## src/rtl/trace_pkg.sv

```systemverilog
package trace_pkg;
  localparam int unsigned REG_AW = 3;

  typedef enum logic [REG_AW-1:0] {
    OFS_CTRL = 3'd0,
    OFS_POS  = 3'd1,
    OFS_MARK = 3'd2,
    OFS_BASE = 3'd3,
    OFS_SIZE = 3'd4
  } reg_ofs_e;

  localparam int unsigned PKT_SHIFT = 3;
endpackage

```

## src/rtl/trace_capture.sv

```systemverilog
module trace_capture #(
  parameter int unsigned AW = 32
) (
  input  logic          clk,
  input  logic          rst_n,
  input  logic          en,
  input  logic          ev_valid,
  input  logic [AW-1:0] ev_src,
  input  logic [AW-1:0] ev_dst,
  input  logic          ev_exc,
  output logic          pkt_v,
  output logic [AW-1:0] pkt_lo,
  output logic [AW-1:0] pkt_hi
);
  logic          take;
  logic          v_d;
  logic [AW-1:0] lo_d;

  assign take = ev_valid & en;
  assign v_d  = take;
  assign lo_d = {ev_src[AW-1:1], ev_exc};

  logic unused_src0;
  assign unused_src0 = ev_src[0];

  always_ff @(posedge clk or negedge rst_n) begin
    if (!rst_n) begin
      pkt_v <= 1'b0;
    end else begin
      pkt_v <= v_d;
    end
  end

  always_ff @(posedge clk or negedge rst_n) begin
    if (!rst_n) begin
      pkt_lo <= '0;
      pkt_hi <= '0;
    end else if (take) begin
      pkt_lo <= lo_d;
      pkt_hi <= ev_dst;
    end
  end

  // nothing is emitted for an event seen while disabled
  a_r3_off_no_packet: assert property (@(posedge clk) disable iff (!rst_n)
    !en |=> !pkt_v);
  // the packet carries the destination of the event one cycle earlier
  a_r1_dst_word: assert property (@(posedge clk) disable iff (!rst_n)
    ev_valid && en |=> pkt_hi == $past(ev_dst));
endmodule

```

## src/rtl/trace_wptr.sv

```systemverilog
module trace_wptr #(
  parameter int unsigned AW = 32
) (
  input  logic          clk,
  input  logic          rst_n,
  input  logic          adv,
  input  logic          pos_we,
  input  logic [AW-1:0] pos_wdata,
  input  logic [AW-1:3] base,
  input  logic [AW-1:3] size,
  input  logic [AW-1:3] mark,
  input  logic          auto_stop,
  input  logic          auto_halt,
  output logic [AW-1:3] ptr,
  output logic          wrap,
  output logic          stop_req,
  output logic          halt_req
);
  logic [AW-1:3] lin_nxt;
  logic [AW-1:3] region_end;
  logic          at_end;
  logic [AW-1:3] ptr_nxt;
  logic          hit;
  logic [AW-1:3] ptr_d;
  logic          wrap_d;
  logic          halt_d;

  assign region_end = base + size;
  assign lin_nxt    = ptr + 1'b1;
  assign at_end     = (lin_nxt == region_end);
  assign ptr_nxt    = at_end ? base : lin_nxt;
  assign hit        = adv && (ptr_nxt == mark);
  assign stop_req   = hit && auto_stop;
  assign halt_d     = hit && auto_halt;

  always_comb begin
    ptr_d  = ptr;
    wrap_d = wrap;
    if (pos_we) begin
      ptr_d  = pos_wdata[AW-1:3];
      wrap_d = pos_wdata[0];
    end else if (adv) begin
      ptr_d  = ptr_nxt;
      wrap_d = wrap | at_end;
    end
  end

  logic unused_pos;
  assign unused_pos = ^pos_wdata[2:1];

  always_ff @(posedge clk or negedge rst_n) begin
    if (!rst_n) begin
      ptr      <= '0;
      wrap     <= 1'b0;
      halt_req <= 1'b0;
    end else begin
      ptr      <= ptr_d;
      wrap     <= wrap_d;
      halt_req <= halt_d;
    end
  end

  // a packet moves the position one slot on or back to the base
  a_r4_advance: assert property (@(posedge clk) disable iff (!rst_n)
    adv && !pos_we |=> (ptr == $past(ptr) + 1'b1) || (ptr == $past(base)));
  // wrap flag is sticky until software rewrites the position
  a_r5_wrap_sticky: assert property (@(posedge clk) disable iff (!rst_n)
    wrap && !pos_we |=> wrap);
  // halt request is a single-cycle pulse
  a_r7_halt_pulse: assert property (@(posedge clk) disable iff (!rst_n)
    halt_req |=> !halt_req);
endmodule

```

## src/rtl/trace_regs.sv

```systemverilog
module trace_regs
  import trace_pkg::*;
#(
  parameter int unsigned AW = 32
) (
  input  logic              clk,
  input  logic              rst_n,
  input  logic              cfg_we,
  input  logic [REG_AW-1:0] cfg_addr,
  input  logic [AW-1:0]     cfg_wdata,
  output logic [AW-1:0]     cfg_rdata,
  input  logic              stop_req,
  input  logic [AW-1:3]     ptr,
  input  logic              wrap,
  output logic              en,
  output logic              pos_we,
  output logic [AW-1:3]     mark,
  output logic              auto_stop,
  output logic              auto_halt,
  output logic [AW-1:3]     base,
  output logic [AW-1:3]     size
);
  logic ctrl_we, mark_we, base_we, size_we;
  logic en_d;

  assign ctrl_we = cfg_we && (cfg_addr == OFS_CTRL);
  assign pos_we  = cfg_we && (cfg_addr == OFS_POS);
  assign mark_we = cfg_we && (cfg_addr == OFS_MARK);
  assign base_we = cfg_we && (cfg_addr == OFS_BASE);
  assign size_we = cfg_we && (cfg_addr == OFS_SIZE);

  always_comb begin
    en_d = en;
    if (stop_req) en_d = 1'b0;
    if (ctrl_we)  en_d = cfg_wdata[0];
  end

  always_ff @(posedge clk or negedge rst_n) begin
    if (!rst_n) en <= 1'b0;
    else        en <= en_d;
  end

  always_ff @(posedge clk or negedge rst_n) begin
    if (!rst_n) begin
      mark      <= '0;
      auto_stop <= 1'b0;
      auto_halt <= 1'b0;
    end else if (mark_we) begin
      mark      <= cfg_wdata[AW-1:3];
      auto_stop <= cfg_wdata[0];
      auto_halt <= cfg_wdata[1];
    end
  end

  always_ff @(posedge clk or negedge rst_n) begin
    if (!rst_n)       base <= '0;
    else if (base_we) base <= cfg_wdata[AW-1:3];
  end

  always_ff @(posedge clk or negedge rst_n) begin
    if (!rst_n)       size <= '0;
    else if (size_we) size <= cfg_wdata[AW-1:3];
  end

  logic unused_wd;
  assign unused_wd = cfg_wdata[2];

  always_comb begin
    cfg_rdata = '0;
    case (cfg_addr)
      OFS_CTRL: cfg_rdata[0] = en;
      OFS_POS:  cfg_rdata = {ptr, 2'b00, wrap};
      OFS_MARK: cfg_rdata = {mark, 1'b0, auto_halt, auto_stop};
      OFS_BASE: cfg_rdata = {base, 3'b000};
      OFS_SIZE: cfg_rdata = {size, 3'b000};
      default:  cfg_rdata = '0;
    endcase
  end

  // reaching the mark with auto-stop switches recording off
  a_r6_autostop: assert property (@(posedge clk) disable iff (!rst_n)
    stop_req && !ctrl_we |=> !en);
endmodule

```

## src/rtl/trace_arb.sv

```systemverilog
module trace_arb #(
  parameter int unsigned AW = 32
) (
  input  logic          clk,
  input  logic          rst_n,
  input  logic          pkt_v,
  input  logic [AW-1:0] pkt_lo,
  input  logic [AW-1:0] pkt_hi,
  input  logic [AW-1:3] ptr,
  input  logic          cpu_req,
  input  logic          cpu_we,
  input  logic [AW-1:0] cpu_addr,
  input  logic [AW-1:0] cpu_wdata,
  output logic          cpu_ready,
  output logic          mem_en,
  output logic          mem_we,
  output logic [AW-1:0] mem_addr,
  output logic [2*AW-1:0] mem_wdata,
  output logic [1:0]    mem_wstrb
);
  logic [1:0] cpu_strb;

  always_comb begin
    cpu_strb = 2'b00;
    if (cpu_we) cpu_strb = cpu_addr[2] ? 2'b10 : 2'b01;
  end

  always_comb begin
    if (pkt_v) begin
      mem_en    = 1'b1;
      mem_we    = 1'b1;
      mem_addr  = {ptr, 3'b000};
      mem_wdata = {pkt_hi, pkt_lo};
      mem_wstrb = 2'b11;
    end else begin
      mem_en    = cpu_req;
      mem_we    = cpu_req & cpu_we;
      mem_addr  = cpu_addr;
      mem_wdata = {cpu_wdata, cpu_wdata};
      mem_wstrb = cpu_req ? cpu_strb : 2'b00;
    end
  end

  assign cpu_ready = !pkt_v;

  // a processor access held off by a packet goes through next cycle
  a_r2_stall_one: assert property (@(posedge clk) disable iff (!rst_n)
    cpu_req && !cpu_ready |=> cpu_ready);
  // a packet write is aligned to an 8-byte slot
  a_r1_aligned: assert property (@(posedge clk) disable iff (!rst_n)
    !cpu_ready |-> mem_we && mem_addr[2:0] == 3'b000);
endmodule

```

## src/rtl/trace_recorder.sv

```systemverilog
module trace_recorder
  import trace_pkg::*;
#(
  parameter int unsigned AW = 32
) (
  input  logic              clk,
  input  logic              rst_n,
  input  logic              ev_valid,
  input  logic [AW-1:0]     ev_src,
  input  logic [AW-1:0]     ev_dst,
  input  logic              ev_exc,
  input  logic              cfg_we,
  input  logic [REG_AW-1:0] cfg_addr,
  input  logic [AW-1:0]     cfg_wdata,
  output logic [AW-1:0]     cfg_rdata,
  input  logic              cpu_req,
  input  logic              cpu_we,
  input  logic [AW-1:0]     cpu_addr,
  input  logic [AW-1:0]     cpu_wdata,
  output logic              cpu_ready,
  output logic              mem_en,
  output logic              mem_we,
  output logic [AW-1:0]     mem_addr,
  output logic [2*AW-1:0]   mem_wdata,
  output logic [1:0]        mem_wstrb,
  output logic              halt_req
);
  logic rst_m, rst_s;

  always_ff @(posedge clk or negedge rst_n) begin
    if (!rst_n) begin
      rst_m <= 1'b0;
      rst_s <= 1'b0;
    end else begin
      rst_m <= 1'b1;
      rst_s <= rst_m;
    end
  end

  logic          en, pos_we, auto_stop, auto_halt, wrap, stop_req;
  logic [AW-1:3] mark, base, size, ptr;
  logic          pkt_v;
  logic [AW-1:0] pkt_lo, pkt_hi;

  trace_regs #(.AW(AW)) u_regs (
    .clk(clk), .rst_n(rst_s),
    .cfg_we(cfg_we), .cfg_addr(cfg_addr), .cfg_wdata(cfg_wdata),
    .cfg_rdata(cfg_rdata),
    .stop_req(stop_req), .ptr(ptr), .wrap(wrap),
    .en(en), .pos_we(pos_we), .mark(mark),
    .auto_stop(auto_stop), .auto_halt(auto_halt),
    .base(base), .size(size)
  );

  trace_capture #(.AW(AW)) u_cap (
    .clk(clk), .rst_n(rst_s), .en(en),
    .ev_valid(ev_valid), .ev_src(ev_src), .ev_dst(ev_dst), .ev_exc(ev_exc),
    .pkt_v(pkt_v), .pkt_lo(pkt_lo), .pkt_hi(pkt_hi)
  );

  trace_wptr #(.AW(AW)) u_ptr (
    .clk(clk), .rst_n(rst_s),
    .adv(pkt_v), .pos_we(pos_we), .pos_wdata(cfg_wdata),
    .base(base), .size(size), .mark(mark),
    .auto_stop(auto_stop), .auto_halt(auto_halt),
    .ptr(ptr), .wrap(wrap), .stop_req(stop_req), .halt_req(halt_req)
  );

  trace_arb #(.AW(AW)) u_arb (
    .clk(clk), .rst_n(rst_s),
    .pkt_v(pkt_v), .pkt_lo(pkt_lo), .pkt_hi(pkt_hi), .ptr(ptr),
    .cpu_req(cpu_req), .cpu_we(cpu_we), .cpu_addr(cpu_addr),
    .cpu_wdata(cpu_wdata), .cpu_ready(cpu_ready),
    .mem_en(mem_en), .mem_we(mem_we), .mem_addr(mem_addr),
    .mem_wdata(mem_wdata), .mem_wstrb(mem_wstrb)
  );
endmodule

```

## config.mk

```make
export PLATFORM = sky130hd
export DESIGN_NAME = trace_recorder
export DESIGN_NICKNAME = d
export VERILOG_FILES = /design/src/rtl/trace_pkg.sv /design/src/rtl/trace_capture.sv /design/src/rtl/trace_wptr.sv /design/src/rtl/trace_regs.sv /design/src/rtl/trace_arb.sv /design/src/rtl/trace_recorder.sv
export SDC_FILE = /design/constraint.sdc
export NUM_CORES = 1
export LEC_CHECK = 0
export ABC_CLOCK_PERIOD_IN_PS = 7830
export BUFFER_PORTS_ARGS = -buffer_cell sky130_fd_sc_hd__buf_4
export CAP_MARGIN = 0
export CORE_UTILIZATION = 50
export CTS_CLUSTER_SIZE = 10
export DETAILED_ROUTE_END_ITERATION = 8
export PLACE_DENSITY_LB_ADDON = 0.2
export RECOVER_POWER = 50
export SLEW_MARGIN = 0
export SYNTH_ARGS = -nofsm -noshare
export SYNTH_HDL_FRONTEND = slang
export SYNTH_SLANG_ARGS = --single-unit
```

## constraint.sdc

```tcl
create_clock -name clk -period 7.83 [get_ports clk]
set_input_delay 0.3915 -clock clk [delete_from_list [all_inputs] [get_ports clk]]
set_output_delay 0.3915 -clock clk [all_outputs]
set_load 0.01 [all_outputs]
```

* Word level (Yosys, flattened, before mapping)
Index checks and enable logic that the tools add are counted.
Storage, ports and cells: bits in registers 188, input port bits 170, output and inout bits 134
Operators by class: equal/unequal tests 6, muxes and demuxes 17, reductions and logical operators 12, $add $sub $neg 2, bitwise logic cells 3
Operators with widths (number):
- 31-bit case mux with 4 select lines | 1
- 29-bit 2-to-1 mux | 3
- 64-bit 2-to-1 mux | 1
- 29-bit equality test | 2
- 32-bit 2-to-1 mux | 1
- 29-bit by 1-bit adder with 29-bit output (second input constant) | 1
- 29-bit adder | 1
- 1-bit logical AND | 8
- 2-bit 2-to-1 mux | 4
- 3-bit by 2-bit equality test with 1-bit output (second input constant) | 2
- 1-bit 2-to-1 mux | 6
- 2-bit nonzero test | 2
- 3-bit by 1-bit equality test with 1-bit output (second input constant) | 1
- 3-bit equality test (second input constant) | 1
- 3-bit logical NOT | 1
- 1-bit case mux with 3 select lines | 1
- 1-bit bitwise AND | 2
- 1-bit logical NOT | 1
- 1-bit OR | 1

* Depth between registers and ports, before layout
depth after elaboration 8, mapped depth 20

* Cells and area by module
From an unflattened synthesis, not the netlist that was laid out.
Second synthesis, totals: cells, all modules 1487, area total of the unflattened synthesis 14127.3 um^2
Modules (own cells, without submodules):
- trace_wptr | times used 1, area each 5957.0 um^2, sequential area each 775.7 um^2, cells an instance 822
- trace_regs | times used 1, area each 4306.6 um^2, sequential area each 2252.2 um^2, cells an instance 311
- trace_capture | times used 1, area each 2611.3 um^2, sequential area each 1626.6 um^2, cells an instance 138
- trace_arb | times used 1, area each 1198.6 um^2, sequential area each 0.0 um^2, cells an instance 213
- trace_recorder | times used 1, area each 53.8 um^2, sequential area each 50.0 um^2, cells an instance 3

* Worst setup path before layout
OpenSTA, ideal clock, no wires.
path type reg-to-reg, start reg u_ptr.ptr[9] (netlist bit), end reg u_regs.en, cell stages (with the launch flop) 18, setup slack 3.070 ns, library setup time 0.121 ns, data required time 7.709 ns, period minus slack after synthesis 4.760 ns, data arrival time 4.639 ns, path buffers 3, cells stage by stage dfrtp_1 -> buf_2 -> nand4_4 -> or4_1 -> buf_2 -> nor4_1 -> xnor3_1 -> or3b_2 -> a222oi_1 -> o21ai_1 -> or4b_1 -> nor3_1 -> buf_2 -> mux2i_1 -> xnor2_1 -> nor4_1 -> nand4_1 -> a22o_1
Between the ends: longest elaborated chain between the ends 7
Ends and longest elaborated chain:
- start: declaration | line trace_wptr.sv:14 | output logic [AW-1:3] ptr,
- start signal: assignment | line trace_wptr.sv:57 | ptr <= ptr_d;
- 29-bit by 1-bit adder with 29-bit output (*) | line trace_wptr.sv:29 | assign lin_nxt = ptr + 1'b1;
- 29-bit equality test | line trace_wptr.sv:30 | assign at_end = (lin_nxt == region_end);
- 29-bit 2-to-1 mux (*) | line trace_wptr.sv:31 | assign ptr_nxt = at_end ? base : lin_nxt;
- 29-bit equality test (*) | line trace_wptr.sv:32 | assign hit = adv && (ptr_nxt == mark);
- 1-bit logical AND (*) | line trace_wptr.sv:32
- 1-bit logical AND (*) | line trace_wptr.sv:33 | assign stop_req = hit && auto_stop;
- 2-bit nonzero test (no source line) (*)
- end signal: assignment | line trace_regs.sv:40 | else en <= en_d;
- end: declaration | line trace_regs.sv:15 | output logic en,
Mark *: on every way between the ends. The rest lies on a longest branch, timed or not. A chain may end at the register's enable or synchronous reset.

* Worst setup path in the final report
start reg u_ptr.ptr[6] (netlist bit), end reg u_regs.en
Same word-level chain as after synthesis.

==> results.py <==
metrics = {
    "grt": {
        "antenna_found_initial": 0,
        "grt_pass1_wl_mm": 68.0,
        "grt_pass1_vias": 12000,
        "grt_max_degree": 80,
        "overflow": 0,
        "grt_usage_pct": 33.5,
    },
    "placement": {
        "dp_hpwl_mm": 33.1,
        "port_buffers": 300,
        "placed_cell_area_sq_um": 15600,
        "place_congestion": 0.961,
    },
    "worst_setup_path": {
        "cp_max_fo": 32,
        "r2r_end": "u_regs.en$_DFFE_PN0P_",
        "crit_chain": "nand2_1, or4_1, nor4_1, xnor3_1, or3b_2, a21oi_1, nand4_1, or4_2, mux2i_1, xor2_1, nand4_1, nor4_2, nand4_1, a22o_1",
        "arrival_ps": 6700,
        "crit_type": "flop to flop",
        "cp_num_cells": 14,
        "ff2ff_path_depth": 14,
        "crit_path_end": "u_regs.en$_DFFE_PN0P_",
        "cpMostUsedCell": "nand4_1",
        "critical_path.startpoint": "u_ptr.ptr[6]$_DFFE_PN0P_",
        "r2r-start": "u_ptr.ptr[6]$_DFFE_PN0P_",
        "crit_family": "simple AND/OR/NAND/NOR gates",
        "endpoint_kind": "flop",
        "rrSetupSlack_ps": 1470,
        "max_stage_delay_ps": 1000,
        "worst_path_max_delay_cell": "or4_2",
        "worstPathRequired_ps": 8160,
        "startpoint_type": "flop",
        "crit_buf_inv": 0,
    },
    "floorplanning": {
        "core_sq_um": 25500,
        "die_w_um": 164,
        "initial_utilization_pct": 51.6,
        "die_area_sq_um": 27000,
        "rows": 58,
        "die_h_um": 164,
        "ioPinCount": 304,
    },
    "cts": {
        "numCtsBuffers": 17,
        "cts_tree": "done",
        "cts_root_buffer": "clkbuf_16",
        "cts_resized": 0,
        "clock_latency_ps": 450,
        "htree_levels": 4,
        "cts.hold.buffers_added": 1,
        "postCtsSetupBuffers": 0,
        "clk_pin_slew_ps": 90,
        "cts.path.max_buffers": 2,
        "clock-sinks": 188,
    },
    "power_and_ir_drop": {
        "seqPwrFrac_pct": 35.2,
        "p_clk_share_pct": 20.1,
        "max-vdd-ir-drop_v": 0.000155,
        "internal_power_mw": 2.66,
        "p_per_area_nw_per_um2": 282,
        "power.switching_mw": 1.88,
        "combPwrFrac_pct": 44.8,
        "switching_share_pct": 41.4,
        "p_leak_nw": 7.34,
    },
    "synthesis": {
        "synth_ff_type": "dfrtp_1",
        "syn-cell-area_sq_um": 13200,
        "synth.distinct_cells": 71,
        "ys_seq_elements": 188,
        "synth_edf_count": 0,
        "synth_area_per_cell_sq_um": 9.04,
        "synth_seq_area_share_pct": 35.8,
        "synthCells": 1454,
        "yosysWarnings": 0,
        "syn_nets": 1654,
        "synth-async-reset-ratio_pct": 100,
    },
    "finish": {
        "nets": 1893,
        "final_cell_area_sq_um": 16100,
        "multi_input_area_sq_um": 7930,
        "antenna_cells": 0,
        "area_delta_synth_final_pct": 22.4,
        "final.fill_count": 2195,
        "regArea_sq_um": 4700,
        "layout-drive-gt1-share_pct": 31.1,
    },
    "detailed_routing": {
        "vias_per_cell": 6.06,
        "vias": 12300,
        "post_drt_wl_per_cell_um": 22.0,
        "drt_pass1_iterations": 6,
        "drt_wl_total_mm": 44.9,
        "detail-route-antenna-nets": 0,
        "drt-initial-drc-count": 912,
        "route.detailed.drc": 0,
    },
    "timing": {
        "rsz0062_at_grt": "no",
        "hold_viol_final": 0,
        "maxSlewViolCount": 345,
        "setup_viol": 0,
        "fmax_mhz": 157,
        "tns_ps": 0,
        "slew_headroom_pct": -182,
        "max_slew.worst_pin.slew_ps": 4240,
        "finalCriticalPeriod_ps": 6360,
        "period_share_pct": 81.3,
        "fin_skew_ps": 15.8,
    },
    "hold_path": {
        "hp-class": "input port to flop",
    },
    "status": {
        "violations": "capacitance limit, slew limit",
        "run_status": "finished with violations",
    },
    "job": {
        "max_cap_violations": 7,
    },
}
-- worst register-to-register path: cells and delay by family, from the launching register on --
kind	cells	cell delay [ps]
DFF	1	660
muxes	1	340
xor gates and xnor gates	2	650
AOI/OAI and AO/OA	2	370
and+or+nand+nor	9	4240
-- registers in the layout, indices dropped and copies added (netlist names), 29 cells and up --
signal        cells
u_cap.pkt_hi     32
u_cap.pkt_lo     32
u_ptr.ptr        29
u_regs.base      29
u_regs.mark      29
u_regs.size      29
-- power groups by stage --
stage               clock [mW]  combinational, mW  sequential [mW]
floorplan                    0               1.50             1.43
global placement             0               1.99             1.59
detailed placement           0               2.01             1.60
CTS                      0.919               2.02             1.58
global route             0.955               2.20             1.63
finish                   0.912               2.03             1.60
-- worst min-delay path by stage --
stage	start	endpoint	slack (ps)	depth (start not counted)
2_1_floorplan	rst_n	rst_m$_DFF_PN0_	100	0
3_5_place_dp	rst_n	rst_m$_DFF_PN0_	180	1
4_1_cts	ev_dst[27]	u_cap.pkt_hi[27]$_DFFE_PN0P_	150	2
5_1_grt	ev_dst[10]	u_cap.pkt_hi[10]$_DFFE_PN0P_	150	2
6_report	ev_dst[12]	u_cap.pkt_hi[12]$_DFFE_PN0P_	160	2
3_3_place_gp	rst_n	rst_m$_DFF_PN0_	180	1
-- cells in the final DEF, fill, tap and decap left out, types with 18 or more instances in the layout --
| cell type | netlist | final |
|---|---|---|
| a21o_1 | 19 | 19 |
| a21oi_1 | 45 | 45 |
| a22oi_1 | 52 | 52 |
| buf_4 | 3 | 293 |
| clkbuf_1 | 79 | 29 |
| dfrtp_1 | 188 | 188 |
| ha_1 | 29 | 29 |
| inv_1 | 30 | 29 |
| mux2_2 | 184 | 184 |
| nand2_1 | 277 | 276 |
| nand3_1 | 35 | 35 |
| nor2_1 | 76 | 76 |
| nor4_1 | 18 | 18 |
| o21ai_0 | 68 | 68 |
| xnor2_1 | 50 | 50 |
| xor2_1 | 29 | 29 |
-- synth_stat cells (3+ instances only) --
library cell | instances | area (sq um)
o2111ai_1 | 10 | 87.6
o211ai_1 | 6 | 45.0
mux2i_1 | 16 | 160
or4_1 | 7 | 52.6
and3_1 | 13 | 81.3
nand3_1 | 35 | 175
o21bai_1 | 4 | 30.0
a211oi_1 | 9 | 67.6
a22o_1 | 3 | 26.3
or3_1 | 15 | 93.8
nor4_1 | 18 | 113
buf_1 | 6 | 22.5
a21oi_1 | 45 | 225
nor3b_1 | 6 | 45.0
nand4_1 | 16 | 100
a31oi_1 | 14 | 87.6
mux2_2 | 184 | 2070
inv_1 | 30 | 113
ha_1 | 29 | 363
nand2_1 | 277 | 1040
xnor3_1 | 12 | 270
a21o_1 | 19 | 143
or2_2 | 6 | 37.5
nand3b_1 | 4 | 30.0
a22oi_1 | 52 | 390
xnor2_1 | 50 | 438
a2111oi_0 | 3 | 26.3
nor3_1 | 18 | 90.1
nor2_1 | 76 | 285
xor2_1 | 29 | 254
clkbuf_1 | 79 | 297
and2_1 | 6 | 37.5
o22ai_1 | 17 | 106
dfrtp_1 | 188 | 4700
buf_2 | 11 | 55.1
a221oi_1 | 8 | 70.1
o21ai_0 | 68 | 340
o21a_1 | 5 | 37.5
nand2b_1 | 4 | 25.0
and4_1 | 4 | 35.0
nor2b_1 | 5 | 31.3
o31a_1 | 3 | 26.3
buf_4 | 3 | 22.5
-- per-stage QoR --
stage	setup slack, ps	hold WS (ps)	utilization [%]	instances	power, mW
final	1470	161	63.2	2036	4.54
after global placement	1680	175	61.2	2003	3.57
after global routing	701	152	63.2	2036	4.79
after detailed placement	1570	177	61.2	2003	3.61
after CTS	1540	154	63.7	2036	4.53
after floorplan	2200	95.9	-	1454	2.93
-- cell type report --
class                      count  share of cell area [%]
inverter                      30                   0.700
sequential                   188                    29.2
clock buffer                  18                    2.67
timing repair buffer         322                    14.4
tap                          330                    2.57
multi-input combinational   1134                    49.3
clock inverter                14                    1.17
-- cells by family after synthesis --
group / after synthesis / share of synthesized area, %
XOR/XNOR: 92 / 7.50
multiplexers: 200 / 17.0
AND/OR/NAND/NOR: 524 / 18.4
buffers and inverters: 132 / 4.03
flip-flops: 188 / 35.8
adder cells (fa/ha/maj): 30 / 2.91
AO/OA/AOI/OAI: 286 / 14.3
other: 2 / 0.0571
-- per-layer routing --
| metal | vias to the layer above | GRT usage, % | part of all wire (%) | routed length (um) |
|---|---|---|---|---|
| met5 | - | 0 | 0 | 0 |
| met4 | 0 | 11.5 | 2.7 | 1220 |
| met3 | 88 | 6.44 | 8.8 | 3940 |
| met2 | 570 | 55.9 | 49 | 22000 |
| met1 | 5993 | 43.3 | 40 | 17700 |
| li1 | 5685 | - | - | - |
Note: power is estimated with default switching activity, not from simulation.
